<file path="config.mk">
export PLATFORM = sky130hd
export DESIGN_NAME = acc_core
export DESIGN_NICKNAME = d
export VERILOG_FILES = /design/src/rtl/acc_pkg.sv /design/src/rtl/acc_alu.sv /design/src/rtl/acc_seq.sv /design/src/rtl/acc_core.sv
export SDC_FILE = /design/constraint.sdc
export NUM_CORES = 1
export LEC_CHECK = 0
export CORE_MARGIN = 3
export CORE_UTILIZATION = 45
export CTS_CLUSTER_DIAMETER = 200
export DETAILED_ROUTE_END_ITERATION = 10
export GPL_TIMING_DRIVEN = 1
export HOLD_SLACK_MARGIN = 0.1
export PLACE_DENSITY = 0.72
export RECOVER_POWER = 50
export SYNTH_ARGS = -nofsm -noshare
export SYNTH_HDL_FRONTEND = slang
export SYNTH_SLANG_ARGS = --single-unit
</file>
<file path="constraint.sdc">
create_clock -name clk -period 4.6 [get_ports clk]
set_input_delay 1.15 -clock clk [delete_from_list [all_inputs] [get_ports clk]]
set_output_delay 1.15 -clock clk [all_outputs]
set_load 0.1 [all_outputs]
</file>
<file path="src/rtl/acc_pkg.sv">
package acc_pkg;

    typedef enum logic [2:0] {
        S_FETCH,
        S_DECODE,
        S_ADR_LO_REQ,
        S_ADR_LO_CAP,
        S_ADR_HI_REQ,
        S_ADR_HI_CAP,
        S_DATA,
        S_LOAD
    } seq_state_t;

    localparam logic [7:0] OP_NOP  = 8'h00;
    localparam logic [7:0] OP_LDAC = 8'h01;
    localparam logic [7:0] OP_STAC = 8'h02;
    localparam logic [7:0] OP_MVAC = 8'h03;
    localparam logic [7:0] OP_MOVR = 8'h04;
    localparam logic [7:0] OP_JUMP = 8'h05;
    localparam logic [7:0] OP_JMPZ = 8'h06;
    localparam logic [7:0] OP_JPNZ = 8'h07;
    localparam logic [7:0] OP_ADD  = 8'h08;
    localparam logic [7:0] OP_SUB  = 8'h09;
    localparam logic [7:0] OP_INAC = 8'h0A;
    localparam logic [7:0] OP_CLAC = 8'h0B;
    localparam logic [7:0] OP_AND  = 8'h0C;
    localparam logic [7:0] OP_OR   = 8'h0D;
    localparam logic [7:0] OP_XOR  = 8'h0E;
    localparam logic [7:0] OP_NOT  = 8'h0F;

endpackage

</file>
<file path="src/rtl/acc_alu.sv">
module acc_alu
    import acc_pkg::*;
#(
    parameter int DW = 8
) (
    input  logic [7:0]    op,
    input  logic [DW-1:0] ac,
    input  logic [DW-1:0] r,
    output logic [DW-1:0] res,
    output logic          res_zero,
    output logic          wr_ac,
    output logic          wr_z,
    output logic          wr_r
);

    localparam logic [DW-1:0] ONE = {{(DW-1){1'b0}}, 1'b1};

    always_comb begin
        res   = ac;
        wr_ac = 1'b0;
        wr_z  = 1'b0;
        wr_r  = 1'b0;
        unique case (op)
            OP_MVAC: wr_r = 1'b1;
            OP_MOVR: begin res = r;        wr_ac = 1'b1; end
            OP_ADD:  begin res = ac + r;   wr_ac = 1'b1; wr_z = 1'b1; end
            OP_SUB:  begin res = ac - r;   wr_ac = 1'b1; wr_z = 1'b1; end
            OP_INAC: begin res = ac + ONE; wr_ac = 1'b1; wr_z = 1'b1; end
            OP_CLAC: begin res = '0;       wr_ac = 1'b1; wr_z = 1'b1; end
            OP_AND:  begin res = ac & r;   wr_ac = 1'b1; wr_z = 1'b1; end
            OP_OR:   begin res = ac | r;   wr_ac = 1'b1; wr_z = 1'b1; end
            OP_XOR:  begin res = ac ^ r;   wr_ac = 1'b1; wr_z = 1'b1; end
            OP_NOT:  begin res = ~ac;      wr_ac = 1'b1; wr_z = 1'b1; end
            default: ;
        endcase
        res_zero = (res == '0);
    end

endmodule

</file>
<file path="src/rtl/acc_seq.sv">
module acc_seq
    import acc_pkg::*;
#(
    parameter int DW = 8,
    parameter int AW = 2 * DW
) (
    input  logic          clk,
    input  logic          rst,
    input  logic [DW-1:0] mem_rdata,
    input  logic          z,
    output logic [AW-1:0] mem_addr,
    output logic          mem_we,
    output logic          exec_en,
    output logic          load_en,
    output logic [AW-1:0] pc
);

    localparam logic [AW-1:0] PC_ONE = {{(AW-1){1'b0}}, 1'b1};

    seq_state_t    state, state_nxt;
    logic [7:0]    ir;
    logic [DW-1:0] adr_lo, adr_hi;
    logic          is_addr_op;
    logic          take;

    assign is_addr_op = (mem_rdata[7:0] == OP_LDAC) || (mem_rdata[7:0] == OP_STAC) ||
                        (mem_rdata[7:0] == OP_JUMP) || (mem_rdata[7:0] == OP_JMPZ) ||
                        (mem_rdata[7:0] == OP_JPNZ);

    assign take = (ir == OP_JUMP) || ((ir == OP_JMPZ) && z) || ((ir == OP_JPNZ) && !z);

    always_ff @(posedge clk) begin
        if (rst) state <= S_FETCH;
        else     state <= state_nxt;
    end

    always_comb begin
        state_nxt = state;
        unique case (state)
            S_FETCH:      state_nxt = S_DECODE;
            S_DECODE:     state_nxt = is_addr_op ? S_ADR_LO_REQ : S_FETCH;
            S_ADR_LO_REQ: state_nxt = S_ADR_LO_CAP;
            S_ADR_LO_CAP: state_nxt = S_ADR_HI_REQ;
            S_ADR_HI_REQ: state_nxt = S_ADR_HI_CAP;
            S_ADR_HI_CAP: state_nxt = ((ir == OP_LDAC) || (ir == OP_STAC)) ? S_DATA : S_FETCH;
            S_DATA:       state_nxt = (ir == OP_LDAC) ? S_LOAD : S_FETCH;
            S_LOAD:       state_nxt = S_FETCH;
            default:      state_nxt = S_FETCH;
        endcase
    end

    always_ff @(posedge clk) begin
        if (rst) begin
            pc     <= '0;
            ir     <= '0;
            adr_lo <= '0;
            adr_hi <= '0;
        end else begin
            unique case (state)
                S_DECODE: begin
                    ir <= mem_rdata[7:0];
                    pc <= pc + PC_ONE;
                end
                S_ADR_LO_CAP: begin
                    adr_lo <= mem_rdata;
                    pc     <= pc + PC_ONE;
                end
                S_ADR_HI_CAP: begin
                    adr_hi <= mem_rdata;
                    pc     <= take ? {mem_rdata, adr_lo} : pc + PC_ONE;
                end
                default: ;
            endcase
        end
    end

    always_comb begin
        mem_addr = (state == S_DATA) ? {adr_hi, adr_lo} : pc;
        mem_we   = (state == S_DATA) && (ir == OP_STAC);
        exec_en  = (state == S_DECODE) && !is_addr_op;
        load_en  = (state == S_LOAD);
    end

    AST_WE_PULSE: assert property (@(posedge clk) disable iff (rst)
        mem_we |=> !mem_we);

    AST_SHORT_STEP: assert property (@(posedge clk) disable iff (rst)
        exec_en |=> (state == S_FETCH) && (pc == $past(pc) + PC_ONE));

    AST_JUMP_TARGET: assert property (@(posedge clk) disable iff (rst)
        (state == S_ADR_HI_CAP) && (ir == OP_JUMP) |=> pc == {$past(mem_rdata), adr_lo});

    AST_BRANCH_SKIP: assert property (@(posedge clk) disable iff (rst)
        (state == S_ADR_HI_CAP) && (((ir == OP_JMPZ) && !z) || ((ir == OP_JPNZ) && z))
        |=> (pc == $past(pc) + PC_ONE) && (state == S_FETCH));

endmodule

</file>
<file path="src/rtl/acc_core.sv">
module acc_core
    import acc_pkg::*;
#(
    parameter int DW = 8,
    parameter int AW = 2 * DW
) (
    input  logic          clk,
    input  logic          rst,
    output logic [AW-1:0] mem_addr,
    input  logic [DW-1:0] mem_rdata,
    output logic [DW-1:0] mem_wdata,
    output logic          mem_we,
    output logic [AW-1:0] dbg_pc,
    output logic [DW-1:0] dbg_ac,
    output logic [DW-1:0] dbg_r,
    output logic          dbg_z
);

    logic [DW-1:0] ac, r;
    logic          z;
    logic          exec_en, load_en;
    logic [DW-1:0] alu_res;
    logic          alu_zero, alu_wr_ac, alu_wr_z, alu_wr_r;

    acc_seq #(.DW(DW), .AW(AW)) u_seq (
        .clk       (clk),
        .rst       (rst),
        .mem_rdata (mem_rdata),
        .z         (z),
        .mem_addr  (mem_addr),
        .mem_we    (mem_we),
        .exec_en   (exec_en),
        .load_en   (load_en),
        .pc        (dbg_pc)
    );

    acc_alu #(.DW(DW)) u_alu (
        .op       (mem_rdata[7:0]),
        .ac       (ac),
        .r        (r),
        .res      (alu_res),
        .res_zero (alu_zero),
        .wr_ac    (alu_wr_ac),
        .wr_z     (alu_wr_z),
        .wr_r     (alu_wr_r)
    );

    always_ff @(posedge clk) begin
        if (rst) begin
            ac <= '0;
            r  <= '0;
            z  <= 1'b0;
        end else if (load_en) begin
            ac <= mem_rdata;
        end else if (exec_en) begin
            if (alu_wr_ac) ac <= alu_res;
            if (alu_wr_z)  z  <= alu_zero;
            if (alu_wr_r)  r  <= ac;
        end
    end

    assign mem_wdata = ac;
    assign dbg_ac    = ac;
    assign dbg_r     = r;
    assign dbg_z     = z;

    AST_CLAC_RESULT: assert property (@(posedge clk) disable iff (rst)
        exec_en && (mem_rdata[7:0] == OP_CLAC) |=> z && (ac == '0));

    AST_ZFLAG_TRACKS: assert property (@(posedge clk) disable iff (rst)
        exec_en && alu_wr_z |=> z == (ac == '0));

    AST_MOVE_KEEPS_Z: assert property (@(posedge clk) disable iff (rst)
        exec_en && !alu_wr_z |=> $stable(z));

    AST_LOAD_VALUE: assert property (@(posedge clk) disable iff (rst)
        load_en |=> (ac == $past(mem_rdata)) && $stable(z));

    AST_MVAC_COPY: assert property (@(posedge clk) disable iff (rst)
        exec_en && (mem_rdata[7:0] == OP_MVAC) |=> r == $past(ac));

endmodule

</file>
Word-level counts from Yosys, hierarchy flattened
Index checks and enable logic that the tools add are counted.
{ "classes": {"n_addsub": 4, "n_eq_ne": 27, "n_mux": 14, "bitwise_logic": 5, "reduce_logical": 24} }
{ "op_table": {"columns": ["op", "n"], "rows": [
  ["8-bit case mux with 9 select lines", 1],
  ["8-bit by 4-bit equality test with 1-bit output (second input constant)", 8],
  ["8-bit by 3-bit equality test with 1-bit output (second input constant)", 7],
  ["16-bit 2-to-1 mux", 2],
  ["16-bit case mux with 2 select lines", 1],
  ["8-bit by 2-bit equality test with 1-bit output (second input constant)", 3],
  ["8-bit 2-to-1 mux", 3],
  ["3-bit case mux with 8 select lines", 1],
  ["16-bit by 1-bit adder with 16-bit output (second input constant)", 1],
  ["8-bit by 1-bit equality test with 1-bit output (second input constant)", 2],
  ["3-bit equality test (second input constant)", 4],
  ["9-bit OR reduction", 1],
  ["8-bit by 1-bit adder with 8-bit output (second input constant)", 1],
  ["8-bit adder", 1],
  ["8-bit AND", 1],
  ["8-bit zero test", 1],
  ["8-bit NOT", 1],
  ["8-bit OR", 1],
  ["8-bit OR reduction", 1],
  ["8-bit subtractor", 1],
  ["8-bit XOR", 1],
  ["1-bit logical OR", 7],
  ["3-bit by 2-bit equality test with 1-bit output (second input constant)", 2],
  ["3-bit 2-to-1 mux", 2],
  ["other kinds (11)", 20]
]} }
{ "word_totals": {"reg_bits": 60, "elab_cells": 82} }

Longest topological paths before layout
{ "depth": {"depth_word": 9, "ltp_mapped": 14, "depth_no_buf": 13} }

Cells and area by module
Synthesis repeated with hierarchy kept, for this count alone.
{ "unflattened": {"cells_unflattened": 584, "hier_area_um2": 4893.4} }
{ "modules_own_cells": {"columns": ["mod", "n_inst", "cells_each", "area_each_um2", "seq_area_each_um2"], "rows": [
  ["acc_seq", 1, 272, 2362.3, 860.8],
  ["acc_alu", 1, 219, 1551.5, 0.0],
  ["acc_core", 1, 93, 979.7, 340.3]
]} }

Worst setup path after synthesis
No wires, ideal clock.
{ "synth_timing": {"kind": "register to output", "start": "register u_seq.state[1]", "end": "output mem_we", "arrival_ns": 4.300, "required_time_ns": 3.450, "slack_ns": -0.850, "stages_incl_launch_ff": 7, "path_buffers": 3, "path_cell_list": "dfxtp_1 > clkbuf_1 > nand2_1 > or2_2 > clkbuf_1 > clkbuf_1 > nor4bb_1"} }
{ "synth_via": {"elab_chain_len": 2} }
{ "synth_rtl": {"columns": ["item", "line_no", "text"], "rows": [
  ["start: declaration", "acc_seq.sv:20", "seq_state_t state, state_nxt;"],
  ["start signal: assignment", "acc_seq.sv:34", "else state <= state_nxt;"],
  ["3-bit equality test", "acc_seq.sv:79", "mem_we = (state == S_DATA) && (ir == OP_STAC);"],
  ["1-bit logical AND", "acc_seq.sv:79", null],
  ["end: declaration", "acc_core.sv:12", "output logic mem_we,"]
]} }
Every way passes these cells.

Final worst setup path
{ "layout_timing": {"start": "input mem_rdata[7]", "end": "register z, in the netlist dbg_z"} }
{ "layout_via": {"elab_chain_len": 8, "word_cells_on_any_way": 25} }
{ "layout_rtl": {"columns": ["item", "line_no", "text"], "rows": [
  ["start: declaration", "acc_core.sv:10", "input logic [DW-1:0] mem_rdata,"],
  ["8-bit by 1-bit equality test with 1-bit output / 8-bit by 2-bit equality test with 1-bit output (equally long branches)", "acc_seq.sv:26", "assign is_addr_op = (mem_rdata[7:0] == OP_LDAC) || (mem_rdata[7:0] == OP_STAC) ||"],
  ["1-bit logical OR (2 in a row)", "acc_seq.sv:26", null],
  ["1-bit logical OR (2 in a row)", "acc_seq.sv:27", "(mem_rdata[7:0] == OP_JUMP) || (mem_rdata[7:0] == OP_JMPZ) ||"],
  ["1-bit zero test", "acc_seq.sv:80", "exec_en = (state == S_DECODE) && !is_addr_op;"],
  ["1-bit logical AND", "acc_seq.sv:80", null],
  ["3-bit AND reduction (no line)", null, null],
  ["end signal: assignment", "acc_core.sv:57", "if (alu_wr_z) z <= alu_zero;"],
  ["end: declaration", "acc_core.sv:20", "logic z;"]
]} }
Parallel ways exist; a longest one is shown, timed or not.
A chain may end at the register's enable or synchronous reset.

==> flow_metrics.py <==
metrics = {
    "critical_path": {
        "path_class": "input pin to flip-flop",
        "worst-endpoint-arrival_ps": 4640,
        "r2r_start": "dbg_r[1]",
        "cp-start-kind": "input pin",
        "rrSetupSlack_ps": 1430,
        "path_depth": 13,
        "worstPathRequired_ps": 4890,
        "reg2reg_depth": 11,
        "max_stage_delay_ps": 620,
        "crit_fanout": 4,
        "cpMaxStageDelayCell": "dlygate4sd3_1",
        "cp.buffers_inverters": 3,
        "crit-reg2reg-capture": "dbg_z",
        "crit_family": "simple AND/OR/NAND/NOR gates",
        "timing.critical_path.cells": "dlygate4sd3_1, nor4_4, buf_4, and4b_1, a22o_1, inv_1, fa_1, or2b_2, a21oi_1, o311ai_1, or4b_1, nor4_2, a31o_1",
        "end_kind": "flip-flop",
    },
    "sta": {
        "grt_setup_unrepaired": "false",
        "skew_ps": 10.9,
        "worst_slack_ps": 245,
        "fin_crit_sh": 0.947,
        "drv_slew": 40,
        "holdWs_ps": 457,
        "min_period_ps": 4350,
        "tns_ps": 0,
        "finalSetupViolCount": 0,
        "hold_violations": 0,
        "worst_slew_pin_slew_ps": 1810,
        "fmax_mhz": 230,
        "relSlewSlack": -0.205,
    },
    "layout": {
        "finalNonFillerCells": 725,
        "final_nets": 631,
        "fin_util": 0.581,
        "fill_cells": 841,
        "diodes": 0,
        "synthToLayoutAreaGrowth_pct": 22.0,
        "drive_gt1_frac": 0.139,
    },
    "hold_path": {
        "holdPathStages": 2,
        "holdPathEnd": "u_seq.adr_hi[5]",
        "hp-class": "flip-flop to flip-flop",
        "min_from": "u_seq.adr_hi[5]",
    },
    "placement": {
        "place_inst": 710,
        "dp_hpwl_mm": 8.78,
        "portBuffers": 67,
        "gp_congestion": 0.963,
        "dpl_worst_slack_ps": -47.1,
    },
    "clocking": {
        "cts.sinks": 60,
        "cts_resized": 0,
        "cts_tree": "done",
        "cts_hold_buf": 0,
        "insertion_delay_ps": 340,
        "h-tree-depth": 3,
        "clk_pin_slew_ps": 70,
        "postCtsSetupBuffers": 0,
        "clockBufferDepth": 2,
        "cts_root_buf": "clkbuf_8",
        "numCtsBuffers": 9,
    },
    "synth": {
        "ys_warn_count": 0,
        "synth_area_leaders": "dfxtp_1 (28%), ha_1 (7.3%), nand2_1 (6.7%), a21oi_1 (6.0%), mux2i_1 (5.6%)",
        "syn_area_um2": 4270,
        "synth_ff_type": "dfxtp_1",
        "yosysMostFrequentCell": "nand2_1",
        "synthDistinctLibCells": 71,
        "synthTopCellsByCount": "nand2_1 (76), dfxtp_1 (60), nor2_1 (58), a21oi_1 (51), inv_1 (27)",
        "synth_top_area_share": 0.281,
        "synthArstFlopShare": 0,
        "yosysTopAreaCell": "dfxtp_1",
        "synth-edff-count": 0,
        "ys_seq_area_frac": 0.281,
        "syn_nets": 573,
        "avgSynthCellArea_um2": 7.96,
        "syn_inst": 537,
        "ys_ff_latch": 60,
    },
    "global_routing": {
        "grt_pass1_wl_mm": 20.0,
        "antenna_found_initial": 0,
        "grt_pass1_vias": 4009,
        "grt_overflow": 0,
        "grt_max_degree": 40,
        "grt_usage": 0.239,
    },
    "status": {
        "violations": "capacitance limit, slew limit",
        "status": "finished with violations",
    },
    "floorplanning": {
        "ios": 68,
        "start_util": 0.476,
        "dieArea_um2": 10700,
        "die_x_um": 103,
        "core_area_um2": 8980,
        "die_h_um": 103,
        "rows": 34,
    },
    "detailed_routing": {
        "antenna_left": 0,
        "drc": 0,
        "dr.pass1.iters": 6,
        "vias": 4270,
        "drt_iter0_drc": 364,
        "viasPerCell": 5.89,
        "wl_per_cell_um": 17.2,
        "drt-total-wl_mm": 12.5,
    },
    "power": {
        "p_leak_uw": 0.00214,
        "p_per_area_nw_per_um2": 241,
        "peakVddDrop_mv": 0.172,
    },
    "run": {
        "max_cap_viol_count": 1,
    },
}
[worst max path at each step]
stage | from | to | slack, ps
after floorplan | u_seq.state[1] | mem_we | 220
after global routing | mem_rdata[7] | dbg_z | 10
final | mem_rdata[7] | dbg_z | 250
after detailed placement | mem_rdata[4] | dbg_z | -50
after CTS | mem_rdata[4] | dbg_z | 310
after global placement | mem_rdata[4] | dbg_z | 50
[stage by stage]
step | total power [µW] | cell area (µm²)
after floorplan | 636 | 4280
after global placement | 679 | 5000
after detailed placement | 680 | 5000
after CTS | 1260 | 5240
after global routing | 1290 | 5210
final | 1250 | 5210
[where the power goes]
part / switching, µW / internal (µW) / leakage, µW
Sequential: 8.24 / 526 / 0.000485
Clock: 216 / 372 / 0.000116
Combinational: 91.1 / 41.0 / 0.00154
Total: 315 / 939 / 0.00214
[cells in the final DEF (no fill, tap or decap), types with 5 or more instances in the layout]
cell type         n
o21ai_0          17
nand3_1          12
mux2_2           16
a211oi_1          7
dfxtp_1          60
inv_1            27
clkbuf_8         10
ha_1             25
clkbuf_1          9
mux4_2            6
nand2_1          76
and3_1           11
a22oi_1          13
buf_4            30
dlygate4sd3_1    21
clkdlybuf4s50_1  28
nor3_1            8
o22ai_1           9
a21oi_1          51
nor2_1           58
mux2i_1          24
nor3b_1           5
[registers in the layout (all words and copies together), names as in the netlist]
signal,count
dbg_ac,8
u_seq.state,3
u_seq.ir,8
dbg_r,8
dbg_z,1
u_seq.pc,16
u_seq.adr_lo,8
u_seq.adr_hi,8
[tightest hold or removal path: cells and delay by family (launching register included)]
family	cells	cell delay (ps)
simple gates	1	50
flops	1	310
compound gates	1	50
[logic make-up after synthesis]
group / after synthesis / share of synthesized area
AND/OR/NAND/NOR: 204 / 0.235
AO/OA/AOI/OAI: 129 / 0.193
buffers and inverters: 67 / 0.0729
flip-flops: 60 / 0.281
multiplexers: 46 / 0.130
adder cells (fa/ha/maj): 26 / 0.0779
XOR/XNOR: 5 / 0.0103
[layer usage]
layer | up-vias | routed length (µm) | GRT usage
met3 | 24 | 818 | 0.0396
met4 | 0 | 228 | 0.0807
met5 | - | 0 | 0
li1 | 2040 | - | -
met1 | 2050 | 5500 | 0.325
met2 | 156 | 5910 | 0.384
[area by class of cell]
| type | instances | area [µm²] | share of cell area |
|---|---|---|---|
| inverter | 27 | 101 | 0.0194 |
| clock inverter | 4 | 97.6 | 0.0187 |
| sequential | 60 | 1200 | 0.230 |
| tap | 126 | 158 | 0.0303 |
| clock buffer | 11 | 141 | 0.0271 |
| timing repair buffer | 87 | 746 | 0.143 |
| multi-input combinational | 410 | 2770 | 0.531 |
Note: power is estimated with default switching activity, not from simulation.
